File: config.mk
export PLATFORM = sky130hd
export DESIGN_NAME = tmx_unbounded_ctrl
export DESIGN_NICKNAME = d
export VERILOG_FILES = /design/src/rtl/tmx_pkg.sv /design/src/rtl/tmx_retry_slot.sv /design/src/rtl/tmx_owner_guard.sv /design/src/rtl/tmx_unbounded_ctrl.sv
export SDC_FILE = /design/constraint.sdc
export NUM_CORES = 1
export LEC_CHECK = 0
export ABC_AREA = 1
export BUFFER_PORTS_ARGS = -buffer_cell sky130_fd_sc_hd__buf_2
export CORE_ASPECT_RATIO = 0.6
export CORE_MARGIN = 2
export CORE_UTILIZATION = 30
export CTS_CLUSTER_SIZE = 24
export DETAILED_ROUTE_END_ITERATION = 10
export GPL_TIMING_DRIVEN = 1
export PLACE_DENSITY = 0.55
export SLEW_MARGIN = 20
export SYNTH_ARGS = -nofsm -noshare
export SYNTH_HDL_FRONTEND = slang
export SYNTH_SLANG_ARGS = --single-unit
File: constraint.sdc
create_clock -name clk_i -period 2.54 [get_ports clk_i]
set_input_delay 0 -clock clk_i [delete_from_list [all_inputs] [get_ports clk_i]]
set_output_delay 0 -clock clk_i [all_outputs]
set_load 0.005 [all_outputs]
File: src/rtl/tmx_pkg.sv
package tmx_pkg;

    // Outcome of one cycle for one core's transaction slot.
    typedef enum logic [1:0] {
        SLOT_HOLD  = 2'd0,  // nothing resolved (or begin / granted overflow)
        SLOT_FAIL  = 2'd1,  // attempt failed, count it
        SLOT_CLOSE = 2'd2,  // committed
        SLOT_SPILL = 2'd3   // overflow with no unbounded support
    } slot_ev_e;

endpackage

File: src/rtl/tmx_retry_slot.sv
module tmx_retry_slot
    import tmx_pkg::*;
#(
    parameter int MAX_TRIES = 100,
    parameter bit UNB_EN    = 1'b1
) (
    input  logic clk_i,
    input  logic rst_ni,
    input  logic begin_i,
    input  logic commit_i,
    input  logic abort_i,
    input  logic ovf_i,
    input  logic owner_i,
    input  logic win_i,
    output logic ovf_req_o,
    output logic done_o,
    output logic retry_o,
    output logic fallback_o
);
    localparam int CW = $clog2(MAX_TRIES + 1);

    typedef struct packed {
        logic          active;
        logic [CW-1:0] cnt;
        logic          retry;
        logic          fall;
    } slot_t;

    slot_t    slot_q, slot_d;
    slot_ev_e ev;
    logic [CW-1:0] cnt_inc;

    always_comb begin
        ev = SLOT_HOLD;
        if (slot_q.active) begin
            if (commit_i)                 ev = SLOT_CLOSE;
            else if (abort_i && !owner_i) ev = SLOT_FAIL;
            else if (ovf_i && !owner_i) begin
                if (UNB_EN) ev = win_i ? SLOT_HOLD : SLOT_FAIL;
                else        ev = SLOT_SPILL;
            end
        end

        cnt_inc      = slot_q.cnt + CW'(1);
        slot_d       = slot_q;
        slot_d.retry = 1'b0;
        slot_d.fall  = 1'b0;

        unique case (ev)
            SLOT_HOLD: begin
                if (!slot_q.active && begin_i) slot_d.active = 1'b1;
            end
            SLOT_CLOSE: begin
                slot_d.active = 1'b0;
                slot_d.cnt    = '0;
            end
            SLOT_SPILL: begin
                slot_d.active = 1'b0;
                slot_d.cnt    = '0;
                slot_d.fall   = 1'b1;
            end
            SLOT_FAIL: begin
                slot_d.active = 1'b0;
                if (cnt_inc >= CW'(MAX_TRIES)) begin
                    slot_d.fall = 1'b1;
                    slot_d.cnt  = '0;
                end else begin
                    slot_d.retry = 1'b1;
                    slot_d.cnt   = cnt_inc;
                end
            end
            default: ;
        endcase
    end

    always_ff @(posedge clk_i or negedge rst_ni) begin
        if (!rst_ni) slot_q <= '0;
        else         slot_q <= slot_d;
    end

    assign ovf_req_o  = UNB_EN && slot_q.active && !commit_i && !abort_i
                        && ovf_i && !owner_i;
    assign done_o     = slot_q.active && commit_i;
    assign retry_o    = slot_q.retry;
    assign fallback_o = slot_q.fall;

endmodule

File: src/rtl/tmx_owner_guard.sv
module tmx_owner_guard #(
    parameter int NC = 4
) (
    input  logic          clk_i,
    input  logic          rst_ni,
    input  logic [NC-1:0] ovf_req_i,
    input  logic [NC-1:0] done_i,
    input  logic [NC-1:0] cfl_i,
    output logic [NC-1:0] win_o,
    output logic [NC-1:0] own_o,
    output logic [NC-1:0] stall_o
);
    typedef struct packed {
        logic [NC-1:0] own;
        logic [NC-1:0] stall;
    } guard_t;

    guard_t guard_q, guard_d;
    logic   held, owner_done, taken;

    always_comb begin
        held       = |guard_q.own;
        owner_done = |(guard_q.own & done_i);

        // lowest index wins a free slot
        taken = held;
        win_o = '0;
        for (int i = 0; i < NC; i++) begin
            win_o[i] = ovf_req_i[i] && !taken;
            taken    = taken || ovf_req_i[i];
        end

        guard_d.own   = (owner_done ? '0 : guard_q.own) | win_o;
        guard_d.stall = (guard_q.stall | (cfl_i & ~guard_q.own & {NC{held}}))
                        & ~{NC{owner_done}};
    end

    always_ff @(posedge clk_i or negedge rst_ni) begin
        if (!rst_ni) guard_q <= '0;
        else         guard_q <= guard_d;
    end

    assign own_o   = guard_q.own;
    assign stall_o = guard_q.stall;

endmodule

File: src/rtl/tmx_unbounded_ctrl.sv
module tmx_unbounded_ctrl #(
    parameter int NUM_CORES    = 4,
    parameter int MAX_TRIES    = 100,
    parameter bit UNBOUNDED_EN = 1'b1
) (
    input  logic                 clk_i,
    input  logic                 rst_ni,
    input  logic [NUM_CORES-1:0] begin_i,
    input  logic [NUM_CORES-1:0] commit_i,
    input  logic [NUM_CORES-1:0] abort_i,
    input  logic [NUM_CORES-1:0] ovf_i,
    input  logic [NUM_CORES-1:0] cfl_i,
    output logic [NUM_CORES-1:0] retry_o,
    output logic [NUM_CORES-1:0] fallback_o,
    output logic [NUM_CORES-1:0] unb_grant_o,
    output logic [NUM_CORES-1:0] stall_o
);
    logic [NUM_CORES-1:0] ovf_req, done, win, own;

    for (genvar g = 0; g < NUM_CORES; g++) begin : g_slot
        tmx_retry_slot #(
            .MAX_TRIES (MAX_TRIES),
            .UNB_EN    (UNBOUNDED_EN)
        ) u_slot (
            .clk_i      (clk_i),
            .rst_ni     (rst_ni),
            .begin_i    (begin_i[g]),
            .commit_i   (commit_i[g]),
            .abort_i    (abort_i[g]),
            .ovf_i      (ovf_i[g]),
            .owner_i    (own[g]),
            .win_i      (win[g]),
            .ovf_req_o  (ovf_req[g]),
            .done_o     (done[g]),
            .retry_o    (retry_o[g]),
            .fallback_o (fallback_o[g])
        );
    end

    tmx_owner_guard #(.NC(NUM_CORES)) u_guard (
        .clk_i     (clk_i),
        .rst_ni    (rst_ni),
        .ovf_req_i (ovf_req),
        .done_i    (done),
        .cfl_i     (cfl_i),
        .win_o     (win),
        .own_o     (own),
        .stall_o   (stall_o)
    );

    assign unb_grant_o = own;

endmodule

==> results of run 1 <==
## through the flow
step	setup WS, ps	utilization [%]	cell area (µm²)
finish	885.2	36.72	3189
detailed placement	915.5	34.43	2990
global route	731.2	36.72	3189
floorplan	1103	-	2748
global placement	913.2	34.43	2990
CTS	902.7	36.72	3189
## routing by layer
layer	GRT usage, %	wire length, µm
met2	18.66	2366
met1	19.31	3219
met4	4.066	77
met5	0	0
met3	4.158	316
## layout make-up
| type | count | area, µm² | share of cell area, % |
|---|---|---|---|
| multi-input cells | 236 | 1286 | 40.33 |
| flip-flops and latches | 48 | 1201 | 37.66 |
| repair buffers | 43 | 242.7 | 7.611 |
| inverters | 45 | 170.2 | 5.335 |
| well taps | 112 | 140.1 | 4.394 |
| clock buffers | 6 | 138.9 | 4.355 |
| clock inverters | 2 | 10.01 | 0.3138 |
## what timing repair did
| action | 4_1_cts | 5_1_grt |
|---|---|---|
| endpoints found under the hold margin | 30 | 0 |
| hold buffers | 5 | 0 |
| buffers inserted | 0 | 0 |
## cell usage after synthesis (all sizes together)
library cell  instances  area [µm²]
xnor2                 3       26.28
nor3                  1       5.000
nor2                 40       205.2
nand2                96       439.2
o21ai                14       85.08
xor2                  9       78.83
o21bai                6       45.04
ha                    4       50.05
dfrtp                48        1201
buf                  12       90.09
inv                  44       165.2
nand3                43       230.2
clkinv                1       5.000
nand3b                2       15.01
o22ai                 3       18.77
a21oi                 9       48.80
nand4                 5       31.28
o21a                  1       7.510
## power by group through the flow
stage          clock [µW]  combinational, µW  sequential [µW]
6_report              673               1040             1090
5_1_grt               732               1170             1120
4_1_cts               698               1050             1090
3_5_place_dp            0               1040             1100
3_3_place_gp            0               1030             1100
2_1_floorplan           0                813             1070
## logic make-up after synthesis
group | share of synthesized area, %
buffers and inverters | 9.472
and+or+nand+nor | 33.70
DFF | 43.72
adders and majority gates | 1.822
AOI/OAI and AO/OA | 7.468
xor gates and xnor gates | 3.825
## registers in the layout (all words and copies together), names as in the netlist
signal / count
g_slot.u_slot.fallback_o: 4
g_slot.u_slot.retry_o: 4
g_slot.u_slot.slot_q: 32
u_guard.own_o: 4
u_guard.stall_o: 4
## how the worst max path moves through the flow
stage	from	endpoint	slack, ps
finish	g_slot[3].u_slot.slot_q[2]	g_slot[3].u_slot.slot_q[4]	890
global route	g_slot[3].u_slot.slot_q[2]	g_slot[3].u_slot.slot_q[3]	730
CTS	g_slot[3].u_slot.slot_q[2]	g_slot[3].u_slot.slot_q[4]	900
detailed placement	g_slot[3].u_slot.slot_q[2]	g_slot[3].u_slot.slot_q[7]	920
global placement	g_slot[3].u_slot.slot_q[2]	g_slot[3].u_slot.slot_q[7]	910
floorplan	g_slot[3].u_slot.slot_q[2]	g_slot[3].u_slot.slot_q[4]	1100
## worst reg2reg max path, stage by stage (launching register included)
cell,delay (ps)
dfrtp_1,410
ha_1,240
nand3_1,140
xor2_1,200
nand3_1,170
nand2_1,220
nand4_1,120
nand2_1,100
==> reports/results.tsv, run 1 <==
stage	metric	value	unit
critical_path	crit_required	2770	ps
critical_path	critPathKind	register to register	
global_route	grtUsageTotal	13.28	%
critical_path	rr_worst_depth	7	
timing	period_minus_slack	1655	ps
detailed_routing	avgRoutedWirePerCell	12.15	µm
cells_and_area	fin_cells	492	
clock_tree	clkLatencyLatePin	290	ps
timing	tightest_slew	613.3	ps
power_and_ir_drop	sequentialPowerShare	38.9	%
critical_path	cp_slowest_cell	dfrtp_1	
critical_path	cp-start-kind	register	
worst_hold_path	worstHoldPathType	input port to register	
floorplan	dieArea	9965	µm²
detailed_routing	drc_errors	0	
timing	final.setup_skew	5.705	ps
worst_hold_path	hold_end	u_guard.own_o[0]	
global_route	grt_max_degree	28	
power_and_ir_drop	ir_drop	0.0003103	V
power_and_ir_drop	comb_power_share	37.1	%
clock_tree	cts_root_buffer	clkbuf_16	
global_route	grt-ovfl-total	0	
detailed_routing	initialDrtViolationCount	193	
power_and_ir_drop	p_sw_share	39.73	%
timing	hold_slack	68.92	ps
synth	ys_seq_area_share	43.72	%
synth	ys_ff_latch	48	
floorplan	die_h	78.13	µm
run_status	status	complete, no violations	
power_and_ir_drop	clock_power_share	24.0	%
detailed_routing	drtAntennaViolNets	0	
timing	post-route-period-util	65.15	%
critical_path	crit_cells	7	
power_and_ir_drop	powerDensity	877.7	nW/µm²
critical_path	end_kind	register	
critical_path	rrSetupSlack	890	ps
timing	finalMaxSlewViolations	0	
timing	setup_tns	0	ps
timing	setup_violations	0	
clock_tree	clkTransAtPathRegs	70	ps
cells_and_area	syn_to_final_growth	16.07	%
power_and_ir_drop	p_int	1687	µW
critical_path	crit_path_cell_trace	ha_1, nand3_1, xor2_1, nand3_1, nand2_1, nand4_1, nand2_1	
critical_path	crit_arrival	1880	ps
detailed_routing	vias	2202	
clock_tree	cts_resized	0	
detailed_routing	drtPass1Iterations	4	
clock_tree	htree_levels	2	
worst_hold_path	hold_start	abort_i[0]	
detailed_routing	vias_per_cell	4.476	
power_and_ir_drop	power	2799	µW
floorplan	die_w	127.6	µm
global_route	grt_pass1_vias	2147	
floorplan	floorplan.initialDensity	31.63	%
power_and_ir_drop	leakage	0.001734	µW
global_route	grt_pass1_wl	10.36	mm
floorplan	row_count	26	
place	gp_congestion	0.8068	
clock_tree	cts_tree	yes	
timing	hold_viol	0	
critical_path	r2r_end	g_slot[3].u_slot.slot_q[4]	
synth	synth_area	2748	µm²
timing	rsz0062_at_grt	false	
clock_tree	clockBufferDepth	2	
place	io_buffers	37	
power_and_ir_drop	switchingPower	1112	µW
cells_and_area	diodes	0	
synth	synth.avg_cell_area	8.058	µm²
synth	ys_types	30	
detailed_routing	wl	5.980	mm
clock_tree	clock_sinks	48	
place	dp.cells	479	
synth	syn_nets	367	
cells_and_area	fillers	906	
clock_tree	numCtsBuffers	5	
floorplan	io_pins	38	
cells_and_area	layout_commonest_cell	nand2_1	
cells_and_area	drive_gt1_share	21.84	%
worst_hold_path	whs_path_depth	4	
timing	max_slew_margin	59.12	%
critical_path	cp_top_family	simple AND/OR/NAND/NOR gates	
synth	synth_warnings	0	
cells_and_area	nNetsFinal	405	
place	hpwl	4.607	mm
flow_run	drv_cap	0	
floorplan	core-area	8686	µm²
critical_path	reg2reg_from	g_slot[3].u_slot.slot_q[2]	
global_route	antenna_found_initial	0	
critical_path	critPathMaxStageDelay	410	ps
cells_and_area	layout_common_cells	nand2_1, dfrtp_1, nand3_1	
timing	fmax	0.6043	GHz
synth	netlist_instances	341	
critical_path	crit_path_max_fanout	5	
critical_path	critPathBufInv	0	
(Power assumes the default switching activity.)
==> run 2, diff against run 1 <==
Settings changed: ABC_AREA 1 to 0.
Clock period 2.54 ns to 1.6 ns, I/O delays scaled along.
==> run 2 against run 1 <==
Compared with the run above: largest power group is now combinational logic; via count rose by 16%; critical endpoint is now g_slot[0].u_slot.slot_q[5]; fmax decreased by 13%; sequential power rose by 58%; final cell count grew 3.9%; utilization is 12 points higher; sequential share of layout area down 8.7 points; the run now ends with setup timing left.
==> reports/results.tsv, run 2 <==
stage	metric	value	unit	change
run_status	status	complete, but fails checks		
run_status	violations	setup timing		
synth	yosys-top-cells-area	dfrtp_1, nand2_1, nand3_1		
clock_tree	cts_root_buffer	clkbuf_16		
critical_path	critPathMaxStageDelay	390	ps	-20 ps
timing	max_slew_margin	73.07	%	+14 points
power_and_ir_drop	sequentialPowerShare	30.6	%	-8.3 points
detailed_routing	drtAntennaViolNets	0		unchanged
timing	final.setup_skew	5.122	ps	-0.5835 ps
synth	synthTopCellsByCount	dfrtp_1, nand2_1, nand3_1		
critical_path	rr_worst_depth	6		-1
critical_path	cp-start-kind	register		
place	postPlaceCellArea	3602	µm²	+20%
timing	finalMaxSlewViolations	0		unchanged
critical_path	critPathBufInv	1		+1
power_and_ir_drop	comb_power_share	50.1	%	+13 points
detailed_routing	vias_per_cell	5.006		+12%
detailed_routing	drtPass1Iterations	5		+1
place	gp_congestion	0.8425		+4.4%
floorplan	core-area	8523	µm²	-1.9%
critical_path	reg2reg_from	g_slot[0].u_slot.slot_q[4]		
critical_path	end_kind	register		
global_route	grt_pass1_vias	2425		+13%
critical_path	endpoint	g_slot[0].u_slot.slot_q[5]		
power_and_ir_drop	switchingPower	2030	µW	+82%
power_and_ir_drop	power	5618	µW	+100%
timing	fin_ws	-300.1	ps	-1185 ps
cells_and_area	largest_register_ffs	32		unchanged
clock_tree	numCtsBuffers	5		unchanged
synth	ys_ff_latch	48		unchanged
floorplan	die_w	125.1	µm	-2.0%
cells_and_area	nNetsFinal	424		+4.7%
floorplan	row_count	26		unchanged
critical_path	r2r_end	g_slot[0].u_slot.slot_q[5]		
synth	ys_seq_area_share	45.54	%	+1.8 points
synth	synth_largest_area_cell	dfrtp_1		
cells_and_area	fin_area	4161	µm²	+30%
critical_path	crit_required	1770	ps	-1000 ps
global_route	grt_pass1_wl	11.97	mm	+16%
floorplan	io_pins	38		unchanged
worst_hold_path	worstHoldPathType	input port to register		
clock_tree	htree_levels	2		unchanged
synth	synth_edf_count	0		unchanged
critical_path	startpoint	g_slot[0].u_slot.slot_q[4]		
detailed_routing	avgRoutedWirePerCell	14.56	µm	+20%
floorplan	floorplan.initialDensity	30.95	%	-0.69 points
critical_path	crit_cells	6		-1
floorplan	die_h	76.63	µm	-1.9%
cells_and_area	syn_to_final_growth	57.78	%	
critical_path	cp_slowest_cell	dfrtp_1		
power_and_ir_drop	ir_drop	0.0008417	V	+170%
cells_and_area	layout_commonest_cell	buf_4		
critical_path	critPathKind	register to register		
power_and_ir_drop	p_int	3588	µW	+110%
clock_tree	clkTransAtPathRegs	60	ps	about the same
place	hpwl	5.166	mm	+12%
floorplan	dieArea	9583	µm²	-3.8%
timing	post-route-period-util	118.8	%	+54 points
synth	syn_nets	308		-16%
global_route	grt_max_degree	49		+75%
synth	synth-main-ff-cell	dfrtp_1		
clock_tree	clockBufferDepth	2		unchanged
critical_path	crit_path_max_fanout	8		+3
flow_run	drv_cap	0		unchanged
power_and_ir_drop	powerDensity	1350	nW/µm²	+54%
cells_and_area	diodes	0		unchanged
synth	synth_top_area_share	45.54	%	+1.8 points
timing	fmax	0.5263	GHz	-13%
place	place_ws	-395.6	ps	-1311 ps
timing	hold_slack	47.06	ps	-21.86 ps
power_and_ir_drop	leakage	0.001846	µW	+6.4%
clock_tree	cts_tree	yes		
timing	period_minus_slack	1900	ps	+245.3 ps
synth	synth.avg_cell_area	9.353	µm²	+16%
detailed_routing	initialDrtViolationCount	134		-31%
timing	setup_violations	42		+42
synth	async_flop_share	100.0	%	unchanged
cells_and_area	drive_gt1_share	47.62	%	+26 points
cells_and_area	layout_common_cells	buf_4, dfrtp_1, buf_2		
global_route	grtUsageTotal	15.53	%	+2.2 points
clock_tree	clock_sinks	48		unchanged
clock_tree	clkLatencyLatePin	290	ps	about the same
timing	setup_tns	-7958	ps	-7958 ps
power_and_ir_drop	clock_power_share	19.4	%	-4.6 points
cells_and_area	fillers	815		-10%
synth	netlist_instances	282		-17%
timing	tightest_slew	393.7	ps	-219.5 ps
global_route	antenna_found_initial	0		unchanged
synth	synth_warnings	0		unchanged
detailed_routing	wl	7.439	mm	+24%
synth	synth_area	2638	µm²	-4.0%
critical_path	crit_path_cell_trace	nand3_2, or3_4, a222oi_1, buf_4, a21oi_4, a221o_1		
global_route	grt-ovfl-total	0		unchanged
detailed_routing	vias	2558		+16%
synth	ys_types	51		+70%
power_and_ir_drop	p_sw_share	36.13	%	-3.6 points
place	io_buffers	37		unchanged
critical_path	crit_arrival	2070	ps	+190 ps
critical_path	cp_top_family	compound AO/OA/AOI/OAI gates		
timing	hold_viol	0		unchanged
critical_path	rrSetupSlack	-300	ps	-1190 ps
timing	rsz0062_at_grt	true		
cells_and_area	max_flop_register	g_slot.u_slot.slot_q		
detailed_routing	drc_errors	0		unchanged
synth	synth_most_common_cell	dfrtp_1		
==> run 2: logic make-up (layout without fill, tap and decap cells) <==
| group | count (synthesis) | after routing | synth area share (%) |
|---|---|---|---|
| xor+xnor | 4 | 4 | 1.329 |
| compound gates | 80 | 80 | 22.49 |
| simple gates | 116 | 116 | 22.44 |
| fa+ha+maj | 4 | 4 | 1.898 |
| buf+inv | 29 | 146 | 5.882 |
| flops | 48 | 48 | 45.54 |
| mux | 1 | 1 | 0.4269 |
==> run 2: metal layers <==
metal | share of wire [%] | track usage, %
met1 | 51 | 22.84
met2 | 45 | 23.59
met3 | 3.3 | 3.301
met4 | 0.56 | 3.111
met5 | 0 | 0
==> run 2: through the flow <==
step / util (%) / std cells
after floorplan: - / 282
after global placement: 42.26 / 482
after detailed placement: 42.26 / 482
after CTS: 46.93 / 507
after global routing: 48.83 / 511
final: 48.83 / 511
==> run 2: area by class of cell <==
class / instances / area [µm²] / share of cell area [%]
Multi-Input combinational cell: 205 / 1693 / 40.68
Sequential cell: 48 / 1204 / 28.92
Inverter: 15 / 56.30 / 1.353
Tap cell: 112 / 140.1 / 3.367
Clock buffer: 7 / 142.6 / 3.428
Clock inverter: 1 / 7.507 / 0.1804
Timing Repair Buffer: 123 / 918.4 / 22.07
==> run 2: worst min path at each step <==
stage / endpoint / cells past startpoint / startpoint
3_5_place_dp: g_slot[1].u_slot.slot_q[4] / 2 / rst_ni
4_1_cts: u_guard.own_o[2] / 3 / ovf_i[2]
3_3_place_gp: g_slot[1].u_slot.slot_q[4] / 2 / rst_ni
5_1_grt: u_guard.own_o[2] / 3 / ovf_i[2]
2_1_floorplan: g_slot[0].u_slot.fallback_o / 0 / rst_ni
6_report: u_guard.own_o[2] / 3 / ovf_i[2]
==> run 2: power groups by stage <==
stage / registers, µW / clock network [µW] / logic, µW
6_report: 1720 / 1090 / 2810
5_1_grt: 1750 / 1170 / 3040
4_1_cts: 1700 / 1120 / 2600
3_5_place_dp: 1730 / 0 / 2340
3_3_place_gp: 1710 / 0 / 2310
2_1_floorplan: 1770 / 0 / 1310
==> run 2: timing repair <==
item / 4_1_cts / 5_1_grt
hold buffers: 10 / 0
setup buffers: 7 / 5
pin swaps: 23 / 13
endpoints found under the setup margin: 42 / 43
resized for setup: 25 / 31
hold endpoints to repair: 57 / 0
==> run 2: worst register-to-register path: stages (launching register included) <==
cell and delay (ps):
dfrtp_1 390, nand3_2 100, or3_4 330, a222oi_1 330, buf_4 200, a21oi_4 100
a221o_1 340
